==> src/rtl/dseq_pkg.sv <==
package dseq_pkg;
    localparam int NCORE = 2;
    localparam int NSLOT = 2;

    typedef enum logic [1:0] {
        MODE_INDEP  = 2'b00,
        MODE_MERGED = 2'b01,
        MODE_SIMUL  = 2'b10,
        MODE_CHAIN  = 2'b11
    } seq_mode_e;
endpackage

==> src/rtl/dseq_ctrl.sv <==
module dseq_ctrl
    import dseq_pkg::*;
#(
    parameter int CH_W = 3
) (
    input  logic                        clk,
    input  logic                        rst_n,
    input  logic                        en,
    input  logic [1:0]                  mode,
    input  logic                        short3,
    input  logic [NCORE-1:0][CH_W-1:0]  pri,
    input  logic [NCORE-1:0][CH_W-1:0]  sec,
    input  logic [NCORE-1:0]            start,
    input  logic [NCORE-1:0]            done,
    input  logic [NCORE-1:0]            eoc_clr,
    output logic [NCORE-1:0]            go,
    output logic [NCORE-1:0][CH_W-1:0]  go_ch,
    output logic [NCORE-1:0]            busy,
    output logic [NCORE-1:0]            eoc,
    output logic [NCORE-1:0]            wr,
    output logic [NCORE-1:0]            wr_slot
);
    typedef struct packed {
        logic [NCORE-1:0]           busy;
        logic [NCORE-1:0]           pend;
        logic [NCORE-1:0]           fin;
        logic [NCORE-1:0]           go;
        logic [NCORE-1:0]           eoc;
        logic [1:0]                 step;
        logic [NCORE-1:0][CH_W-1:0] ch;
    } ctrl_t;

    ctrl_t q, d;
    logic [NCORE-1:0] acc, evt;
    seq_mode_e mode_e;

    assign mode_e = seq_mode_e'(mode);
    assign acc    = q.pend & done;

    always_comb begin
        d       = q;
        d.go    = '0;
        wr      = '0;
        wr_slot = '0;
        evt     = '0;
        if (!en) begin
            d.busy = '0;
            d.pend = '0;
            d.fin  = '0;
            d.step = '0;
        end else begin
            case (mode_e)
                MODE_INDEP, MODE_MERGED: begin
                    for (int k = 0; k < NCORE; k++) begin
                        if (acc[k]) begin
                            d.pend[k] = 1'b0;
                            d.busy[k] = 1'b0;
                            wr[k]     = 1'b1;
                            if (mode_e == MODE_INDEP) evt[k] = 1'b1;
                            else                      d.fin[k] = 1'b1;
                        end else if (start[k] && !q.busy[k]) begin
                            d.busy[k] = 1'b1;
                            d.go[k]   = 1'b1;
                            d.pend[k] = 1'b1;
                            d.ch[k]   = pri[k];
                        end
                    end
                    if (mode_e == MODE_MERGED && d.fin == '1) begin
                        evt[0] = 1'b1;
                        d.fin  = '0;
                    end
                end
                MODE_SIMUL: begin
                    for (int k = 0; k < NCORE; k++) begin
                        if (acc[k]) begin
                            d.pend[k] = 1'b0;
                            d.fin[k]  = 1'b1;
                            wr[k]     = 1'b1;
                        end
                    end
                    if (d.fin == '1) begin
                        evt[0] = 1'b1;
                        d.fin  = '0;
                        d.busy = '0;
                    end else if (start[0] && q.busy == '0) begin
                        d.busy = '1;
                        d.go   = '1;
                        d.pend = '1;
                        d.ch   = pri;
                    end
                end
                default: begin
                    if (acc[0]) begin
                        d.pend[0]  = 1'b0;
                        wr[0]      = 1'b1;
                        wr_slot[0] = q.step[1];
                        if (q.step[1] && short3) begin
                            evt[0]    = 1'b1;
                            d.busy[0] = 1'b0;
                        end else begin
                            d.go[1]   = 1'b1;
                            d.pend[1] = 1'b1;
                            d.ch[1]   = q.step[1] ? sec[1] : pri[1];
                            d.step    = q.step + 2'd1;
                        end
                    end else if (acc[1]) begin
                        d.pend[1]  = 1'b0;
                        wr[1]      = 1'b1;
                        wr_slot[1] = q.step[1];
                        if (q.step[1]) begin
                            evt[0]    = 1'b1;
                            d.busy[0] = 1'b0;
                        end else begin
                            d.go[0]   = 1'b1;
                            d.pend[0] = 1'b1;
                            d.ch[0]   = sec[0];
                            d.step    = 2'd2;
                        end
                    end else if (start[0] && q.busy == '0) begin
                        d.busy[0] = 1'b1;
                        d.go[0]   = 1'b1;
                        d.pend[0] = 1'b1;
                        d.ch[0]   = pri[0];
                        d.step    = 2'd0;
                    end
                end
            endcase
        end
        d.eoc = (q.eoc & ~eoc_clr) | evt;
    end

    always_ff @(posedge clk or negedge rst_n) begin
        if (!rst_n) q <= '0;
        else        q <= d;
    end

    assign go    = q.go;
    assign go_ch = q.ch;
    assign busy  = q.busy;
    assign eoc   = q.eoc;

    p_no_go_when_off_r1: assert property (@(posedge clk) disable iff (!rst_n)
        !en |=> (go == '0));
    p_go_single_cycle_r2: assert property (@(posedge clk) disable iff (!rst_n)
        go[0] |=> !go[0]);
    p_chain_one_at_a_time_r5: assert property (@(posedge clk) disable iff (!rst_n)
        (mode_e == MODE_CHAIN && busy[0]) |-> !(go[0] && go[1]));
    p_go_while_busy_r7: assert property (@(posedge clk) disable iff (!rst_n)
        go[0] |-> busy[0]);
    p_flag_needs_done_r10: assert property (@(posedge clk) disable iff (!rst_n)
        (evt != '0) |-> (acc != '0));
endmodule

==> src/rtl/dseq_slots.sv <==
module dseq_slots
    import dseq_pkg::*;
#(
    parameter int DATA_W = 12
) (
    input  logic                          clk,
    input  logic                          rst_n,
    input  logic [NCORE-1:0]              wr,
    input  logic [NCORE-1:0]              wr_slot,
    input  logic [NCORE-1:0][DATA_W-1:0]  res,
    input  logic                          rd_en,
    input  logic                          rd_slot,
    output logic [NCORE-1:0][DATA_W-1:0]  rd_data,
    output logic [NCORE-1:0]              rd_valid,
    output logic [NCORE-1:0]              rd_ovr
);
    typedef struct packed {
        logic [NCORE-1:0][NSLOT-1:0][DATA_W-1:0] data;
        logic [NCORE-1:0][NSLOT-1:0]             vld;
        logic [NCORE-1:0][NSLOT-1:0]             ovr;
    } slots_t;

    slots_t q, d;

    always_comb begin
        d = q;
        for (int k = 0; k < NCORE; k++) begin
            if (rd_en) begin
                d.vld[k][rd_slot] = 1'b0;
                d.ovr[k][rd_slot] = 1'b0;
            end
            if (wr[k]) begin
                d.ovr[k][wr_slot[k]]  = d.vld[k][wr_slot[k]];
                d.vld[k][wr_slot[k]]  = 1'b1;
                d.data[k][wr_slot[k]] = res[k];
            end
        end
    end

    always_ff @(posedge clk or negedge rst_n) begin
        if (!rst_n) q <= '0;
        else        q <= d;
    end

    for (genvar k = 0; k < NCORE; k++) begin : g_view
        assign rd_data[k]  = q.data[k][rd_slot];
        assign rd_valid[k] = q.vld[k][rd_slot];
        assign rd_ovr[k]   = q.ovr[k][rd_slot];

        p_ovr_implies_valid_r8: assert property (@(posedge clk) disable iff (!rst_n)
            (q.ovr[k] & ~q.vld[k]) == '0);
    end
endmodule

==> src/rtl/dual_adc_seq.sv <==
module dual_adc_seq
    import dseq_pkg::*;
#(
    parameter int DATA_W = 12,
    parameter int CH_W   = 3
) (
    input  logic              clk,
    input  logic              rst_n,
    input  logic              en,
    input  logic [1:0]        mode,
    input  logic              short3,
    input  logic              ien0,
    input  logic              ien1,
    input  logic [CH_W-1:0]   pri0,
    input  logic [CH_W-1:0]   sec0,
    input  logic [CH_W-1:0]   pri1,
    input  logic [CH_W-1:0]   sec1,
    input  logic              start0,
    input  logic              start1,
    output logic              core0_start,
    output logic [CH_W-1:0]   core0_ch,
    input  logic              core0_done,
    input  logic [DATA_W-1:0] core0_result,
    output logic              core1_start,
    output logic [CH_W-1:0]   core1_ch,
    input  logic              core1_done,
    input  logic [DATA_W-1:0] core1_result,
    output logic              busy0,
    output logic              busy1,
    output logic              eoc0,
    output logic              eoc1,
    input  logic              eoc_clr0,
    input  logic              eoc_clr1,
    output logic              irq0,
    output logic              irq1,
    input  logic              rd_slot,
    input  logic              rd_en,
    output logic [DATA_W-1:0] rd_data0,
    output logic              rd_valid0,
    output logic              rd_ovr0,
    output logic [DATA_W-1:0] rd_data1,
    output logic              rd_valid1,
    output logic              rd_ovr1
);
    logic [NCORE-1:0]             go, busy, eoc, wr, wr_slot, rvld, rovr;
    logic [NCORE-1:0][CH_W-1:0]   go_ch;
    logic [NCORE-1:0][DATA_W-1:0] rdat;

    dseq_ctrl #(.CH_W(CH_W)) ctrl_i (
        .clk     (clk),
        .rst_n   (rst_n),
        .en      (en),
        .mode    (mode),
        .short3  (short3),
        .pri     ({pri1, pri0}),
        .sec     ({sec1, sec0}),
        .start   ({start1, start0}),
        .done    ({core1_done, core0_done}),
        .eoc_clr ({eoc_clr1, eoc_clr0}),
        .go      (go),
        .go_ch   (go_ch),
        .busy    (busy),
        .eoc     (eoc),
        .wr      (wr),
        .wr_slot (wr_slot)
    );

    dseq_slots #(.DATA_W(DATA_W)) slots_i (
        .clk      (clk),
        .rst_n    (rst_n),
        .wr       (wr),
        .wr_slot  (wr_slot),
        .res      ({core1_result, core0_result}),
        .rd_en    (rd_en),
        .rd_slot  (rd_slot),
        .rd_data  (rdat),
        .rd_valid (rvld),
        .rd_ovr   (rovr)
    );

    assign core0_start = go[0];
    assign core1_start = go[1];
    assign core0_ch    = go_ch[0];
    assign core1_ch    = go_ch[1];
    assign busy0       = busy[0];
    assign busy1       = busy[1];
    assign eoc0        = eoc[0];
    assign eoc1        = eoc[1];
    assign irq0        = eoc[0] & ien0;
    assign irq1        = eoc[1] & ien1;
    assign rd_data0    = rdat[0];
    assign rd_data1    = rdat[1];
    assign rd_valid0   = rvld[0];
    assign rd_valid1   = rvld[1];
    assign rd_ovr0     = rovr[0];
    assign rd_ovr1     = rovr[1];

    p_flag_clear_r9: assert property (@(posedge clk) disable iff (!rst_n)
        (eoc0 && eoc_clr0 && !core0_done && !core1_done) |=> !eoc0);
endmodule

==> config.mk <==
export PLATFORM = sky130hd
export DESIGN_NAME = dual_adc_seq
export DESIGN_NICKNAME = d
export VERILOG_FILES = /design/src/rtl/dseq_pkg.sv /design/src/rtl/dseq_ctrl.sv /design/src/rtl/dseq_slots.sv /design/src/rtl/dual_adc_seq.sv
export SDC_FILE = /design/constraint.sdc
export NUM_CORES = 1
export LEC_CHECK = 0
export BUFFER_PORTS_ARGS = -buffer_cell sky130_fd_sc_hd__buf_4
export CORE_MARGIN = 2
export CORE_UTILIZATION = 40
export CTS_CLUSTER_DIAMETER = 120
export DETAILED_ROUTE_END_ITERATION = 12
export GPL_TIMING_DRIVEN = 0
export PLACE_DENSITY = 0.77
export SYNTH_ARGS = -nofsm -noshare
export SYNTH_HDL_FRONTEND = slang
export SYNTH_HIERARCHICAL = 1
export SYNTH_SLANG_ARGS = --single-unit
==> constraint.sdc <==
create_clock -name clk -period 1.9 [get_ports clk]
set_clock_uncertainty 0.05 [all_clocks]
set_input_delay 0.095 -clock clk [delete_from_list [all_inputs] [get_ports clk]]
set_output_delay 0.095 -clock clk [all_outputs]
set_load 0.05 [all_outputs]
[After elaboration in Yosys (flattened, before gate mapping)]
Cells that the tools add are included.
Word-level totals
  flip-flop bits (word level): 74
  bits in latches: 0
  RAM bits: 0
  bits in read-only memories: 0
  input bits: 52
  output and inout bits: 42
  logic and storage cells: 220
  memories: 0
Operators by class
  add/subtract/negate cells: 1
  $mul: 0
  div/mod/pow operators: 0
  order comparisons: 6
  equality and inequality tests: 26
  shifts and indexed selects: 0
  muxes and demuxes: 131
  bitwise gates (word level): 13
  reductions and logical operators: 24
Operators with widths (number)
  $mux 12: 6
  $mux 1: 69
  $mux 2: 25
  $bwmux 24: 2
  $mux 3: 11
  $demux 12 s1: 2
  $mux 6: 3
  $and 2x2->2: 6
  $ne 4x2->1 const B: 3
  $pmux 6 s2: 1
  $ne 2x2->1 const B: 5
  $ne 5x5->1 const B: 2
  $reduce_and 3->1: 3
  $logic_and 1x1->1: 8
  $ne 4x4->1 const B: 2
  $pmux 2 s2: 2
  $reduce_and 8->1: 1
  $reduce_and 7->1: 1
  $eq 2x2->1 const B: 3
  $lt 1x2->1 const B: 3
  $ne 2x1->1 const B: 3
  $ne 3x3->1 const B: 2
  $ne 6x1->1 const B: 1
  $ne 6x5->1 const B: 1
  23 further kinds: 36

[Logic depth before layout (Yosys ltp)]
  depth after elaboration: 11
  depth in mapped cells: 10
  gate-level depth less buffers: 6

[By module]
The synthesis kept the hierarchy.
By module, submodules not included
  dseq_slots: instances 1, cells each 163, area an instance 2499.9 um^2, sequential area each 1401.3 um^2
  dseq_ctrl: instances 1, cells each 140, area an instance 1310.0 um^2, sequential area each 450.4 um^2
  dual_adc_seq: instances 1, cells each 2, area an instance 12.5 um^2, sequential area each 0.0 um^2

[Worst setup path before layout]
OpenSTA, ideal clock, no wires.
  path type: reg2reg
  start: reg ctrl_i/q[14] (netlist bit)
  end: reg slots_i/q[38] (netlist bit)
  arrival: 1690 ps
  path slack: 35 ps
  stages on the path, launching flop included: 8
  cell sequence: dfrtp_1 > and2_1 > buf_4 > a211oi_1 > nor2b_1 > buf_6 > buf_8 > mux2_2
On the way
  elaborated cells between the ends (all ways): 13
  classes of those cells: order compare: 2; mux: 9; bitwise: 1; reduce/logical: 1
RTL lines
  start: declaration: RTL line dseq_ctrl.sv:33  | ctrl_t q, d;
  start signal: assignment: RTL line dseq_ctrl.sv:133  | if (!rst_n) q <= '0;
  start signal: assignment: RTL line dseq_ctrl.sv:134  | else q <= d;
  $and 2x2->2: RTL line dseq_ctrl.sv:38  | assign acc = q.pend & done;
  $mux 1: RTL line dseq_ctrl.sv:93  | if (acc[0]) begin
  $mux 2
  $mux 2: RTL line dseq_ctrl.sv:46  | if (!en) begin
  via wr[1]: RTL line dual_adc_seq.sv:45  | logic [NCORE-1:0] go, busy, eoc, wr, wr_slot, rvld, rovr;
  end signal: assignment: RTL line dseq_slots.sv:41  | if (!rst_n) q <= '0;
  end signal: assignment: RTL line dseq_slots.sv:42  | else q <= d;
  end: declaration: RTL line dseq_slots.sv:23  | slots_t q, d;
The timed path passes the listed nets, and every way through them passes these cells.
A chain may end at the register's enable or synchronous reset.

[Final worst setup path]
  start: reg ctrl_i.q (netlist bit ctrl_i/busy[1])
  end: reg ctrl_i.q (netlist bit ctrl_i/go_ch[3])
On the way
  word-level cells in the longest chain between the ends: 4
  elaborated cells between the ends (all ways): 7
  classes of those cells: eq/ne: 2; reduce/logical: 5
Ends and longest elaborated chain (RTL line)
  $logic_not 2->1 or $logic_not 1->1 (tied branches): dseq_ctrl.sv:85, dseq_ctrl.sv:61
  $logic_and 1x1->1 (on tied branches): dseq_ctrl.sv:85, dseq_ctrl.sv:61
  $ne 2x1->1 (no line)
  $reduce_and 7->1 (no line) *
Mark *: on every way between the ends. The rest lies on a longest branch, timed or not.

==> results by stage <==
Logic synthesis:
- The most used flip-flop cell after synthesis is dfrtp_1.
- The number of nets handed over by synthesis was 357.
- The average size of a mapped cell is about 13 um2.
- The async set-or-reset flop fraction in the synthesized netlist is 100.0%.
- The instance count of the mapped netlist is 305.
- The distinct cell type count of the synthesized netlist is 48.
- Counting flops and latches in the post-synthesis netlist gives 74.
- The total standard cell area after synthesis is roughly 0.0038 mm2.
- The synthesized design contains 0 enable-type register cells.
- The number of warnings printed during yosys synthesis is 6.
- The post-synthesis sequential area ratio is 48.45%.

STA:
- Based on the critical path, the design can be clocked at up to 531.7 MHz.
- The ratio of final minimum period to clock period is 98.98%.
- The clock period could shrink to 1881 ps.
- Setup repair after global routing could not meet its margin everywhere.
- The number of failing hold endpoints at the final stage came to 0.
- The worst slew margin relative to its limit is 37.22%.
- The count of final max-slew check failures was 0.
- At the pin with the least slew margin, the transition time is 941.8 ps.
- The final setup violation count is 0.

Outcome:
- The flow ran to the end, and the final reports show no timing, DRC or antenna violations.

Finish:
- The antenna diode instance count is 0.
- The layout cell share with drive strength beyond 1 is between 50% and 60%.
- The count of non-filler cells in the finished layout is 573.
- Relative to the synthesized area, the layout overhead comes to 35.88%.
- The number of nets in the layout is 491.
- The layout has between 700 and 800 filler cells.
- In the layout the commonest cells are 116 x buf_4, 84 x mux2_2, 69 x dfrtp_1, 28 x dlygate4sd3_1, 17 x nand2_1.
- After routing the design area is between 0.005 and 0.006 mm2.
- The library cell used most frequently in the layout, excluding fill and tap cells, is buf_4.

Route:
- For this block, the via count after detailed routing is 2,894.
- In this run the remaining antenna-violating nets after routing total 0.
- After detailed routing, the number of vias per cell comes to roughly 5.1.
- After detailed routing, the number of remaining DRC violations is 0.
- The number of DRC violations after detailed-routing iteration 0 is 102.
- After detailed routing, the average wire length per cell comes to 15.90 um.
- The total iterations of the first detailed-routing run is 4.
- After detailed routing, the total wire length is approximately 9.1 mm.

GRT:
- The number of antenna violations at the first check in global routing is 0.
- For this run, the total global-route usage over all layers was measured as between 10% and 20%.
- The pin count of the biggest net entering global routing is 75.
- The first global-routing pass estimated 14.49 mm of wire.
- Summed over all layers, the global routing overflow is 0.
- The via count of the first global-routing pass is 3,025.

Pwr:
- The worst vdd rail ir drop is 0.4911 mV.
- Dividing total power by cell area gives a power density of between 900 and 1000 mW/mm2.
- For this design the static power due to leakage is around 2.5 nW.

Floorplanning:
- The die covers ~0.010 mm2.
- The area inside the core boundary is ~0.009 mm2.
- The starting density of the core is 41.37%.
- The chip width is 101.8 um.
- The floorplan has 35 rows.
- Measured along the y axis, the die boundary spans slightly above 100 um.
- During I/O placement, the number of pins put on the boundary was 94.

Clock network:
- At the later pin of the worst-skew pair, clock insertion delay measures 330 ps.
- In this run the deepest clock path goes through 2 buffers.
- The total number of H-tree levels is 3.
- CTS saw 74 sinks.
- The number of buffers created by CTS is 9.
- The buffer type at the clock tree root is clkbuf_8.
- TritonCTS built the clock tree.
- After clock tree synthesis, the clock-pin slew on the worst setup and hold paths is about 80 ps.

Placed design:
- The count of placed standard cells including taps is 525.
- The congestion estimate from routability-driven global placement came to between 0.9 and 1.
- Buffers placed on the I/O ports in this run total 91.
- After detailed placement, the total cell area comes to 0.004667 mm2.
- Once detailed placement completed, the half-perimeter wirelength came to about 6.2 mm.

Critical path:
- The worst endpoint required time is 2060 ps.
- The worst endpoint data arrival time is 2040 ps.
- STA classifies the critical path startpoint as a flip-flop.
- The largest fanout on the critical path is 4.
- The capturing element type of the critical path is a flip-flop.
- The critical path class is reg -> reg.
- The setup check on the worst reg-to-reg path leaves a slack of 20 ps.

Min path:
- In this run the worst hold path is classified as in -> reg.

Run:
- The number of violations of the max-capacitance limit is 0.
## report_power, final
part	internal (mW)	total [mW]	switching [mW]
combinational	0.753	1.72	0.970
sequential	1.82	1.96	0.137
clock	0.515	1.10	0.589
## logic make-up after synthesis
| kind of cell | count (synthesis) | synth area share (%) |
|---|---|---|
| buffers and inverters | 34 | 6.252 |
| multiplexers | 94 | 28.02 |
| AO/OA/AOI/OAI | 46 | 9.461 |
| flip-flops | 74 | 48.45 |
| AND/OR/NAND/NOR | 57 | 7.824 |
## critical path, stage by stage (launching register included)
cell	delay, ps
dfrtp_2	430
nor3b_4	290
o21ai_2	130
a2111oi_4	470
mux2_2	380
## synth_stat cells, types with 3 or more instances
master,n,share of area [%]
and2_1,6,0.98
clkbuf_1,5,0.49
nand2_1,19,1.9
nor2_1,10,0.98
a21oi_1,8,1.0
mux2i_1,5,1.3
inv_1,6,0.59
nor2b_1,6,0.98
buf_4,18,3.5
o21ai_0,9,1.2
nand2b_1,5,0.82
dfrtp_1,74,48
a221oi_1,3,0.69
a21oi_2,3,0.69
mux2_2,84,25
mux2_4,5,2.0
## path summary, 6_finish.rpt
path | cells past startpoint | end | startpoint
worst max-delay path | 4 | ctrl_i/go_ch[3] | ctrl_i/busy[1]
worst min-delay path | 2 | ctrl_i/eoc[1] | mode[0]
worst max register to register | 4 | ctrl_i/go_ch[3] | ctrl_i/busy[1]
worst min register to register | 1 | slots_i/q[6] | slots_i/q[6]
max in group asynchronous | 2 | ctrl_i/q[7] | rst_n
min in group asynchronous | 2 | ctrl_i/busy[1] | rst_n
## layout make-up
cell class / count / area [um2] / share of cell area (%)
Buffer: 25 / 197.7 / 3.806
Clock buffer: 11 / 141.4 / 2.722
Clock inverter: 5 / 37.54 / 0.7227
Inverter: 6 / 22.52 / 0.4336
Multi-Input combinational cell: 197 / 1759 / 33.87
Sequential cell: 74 / 1858 / 35.77
Tap cell: 129 / 161.4 / 3.108
Timing Repair Buffer: 126 / 1016 / 19.56
## stage by stage
stage                     setup slack (ps)  util, %  hold slack [ps]  TNS (ps)  power (mW)
final                                19.33    56.21            44.45         0       4.786
after CTS                            1.624    55.91            23.99         0       4.838
after global routing                -39.74    56.21            44.69    -456.5       5.019
after detailed placement            -215.6    50.51            234.4     -4620       3.631
after global placement              -142.5    50.51            225.9     -2952       3.584
after floorplan                      35.04        -           -250.6         0       3.134
## routing by layer
layer	wire length, um	vias up	GRT usage (%)
li1	-	1351	-
met1	3813	1439	22.20
met2	4691	90	30.87
met3	432	14	3.658
met4	174	0	7.692
met5	0	-	0
## registers in the layout, indices dropped and copies added (netlist names)
register and cells:
ctrl_i/busy 2, ctrl_i/eoc 2, ctrl_i/go 2, ctrl_i/go_ch 6, ctrl_i/q 6, slots_i/q 56
## timing repair
action                     CTS  global route
hold buffers                28             0
buffers inserted             4             3
gates resized for setup      7             6
pin swaps                    3             2
hold endpoints to repair   126             0
setup endpoints to repair   37            40
No activity file was read; power rests on OpenSTA's default activity.
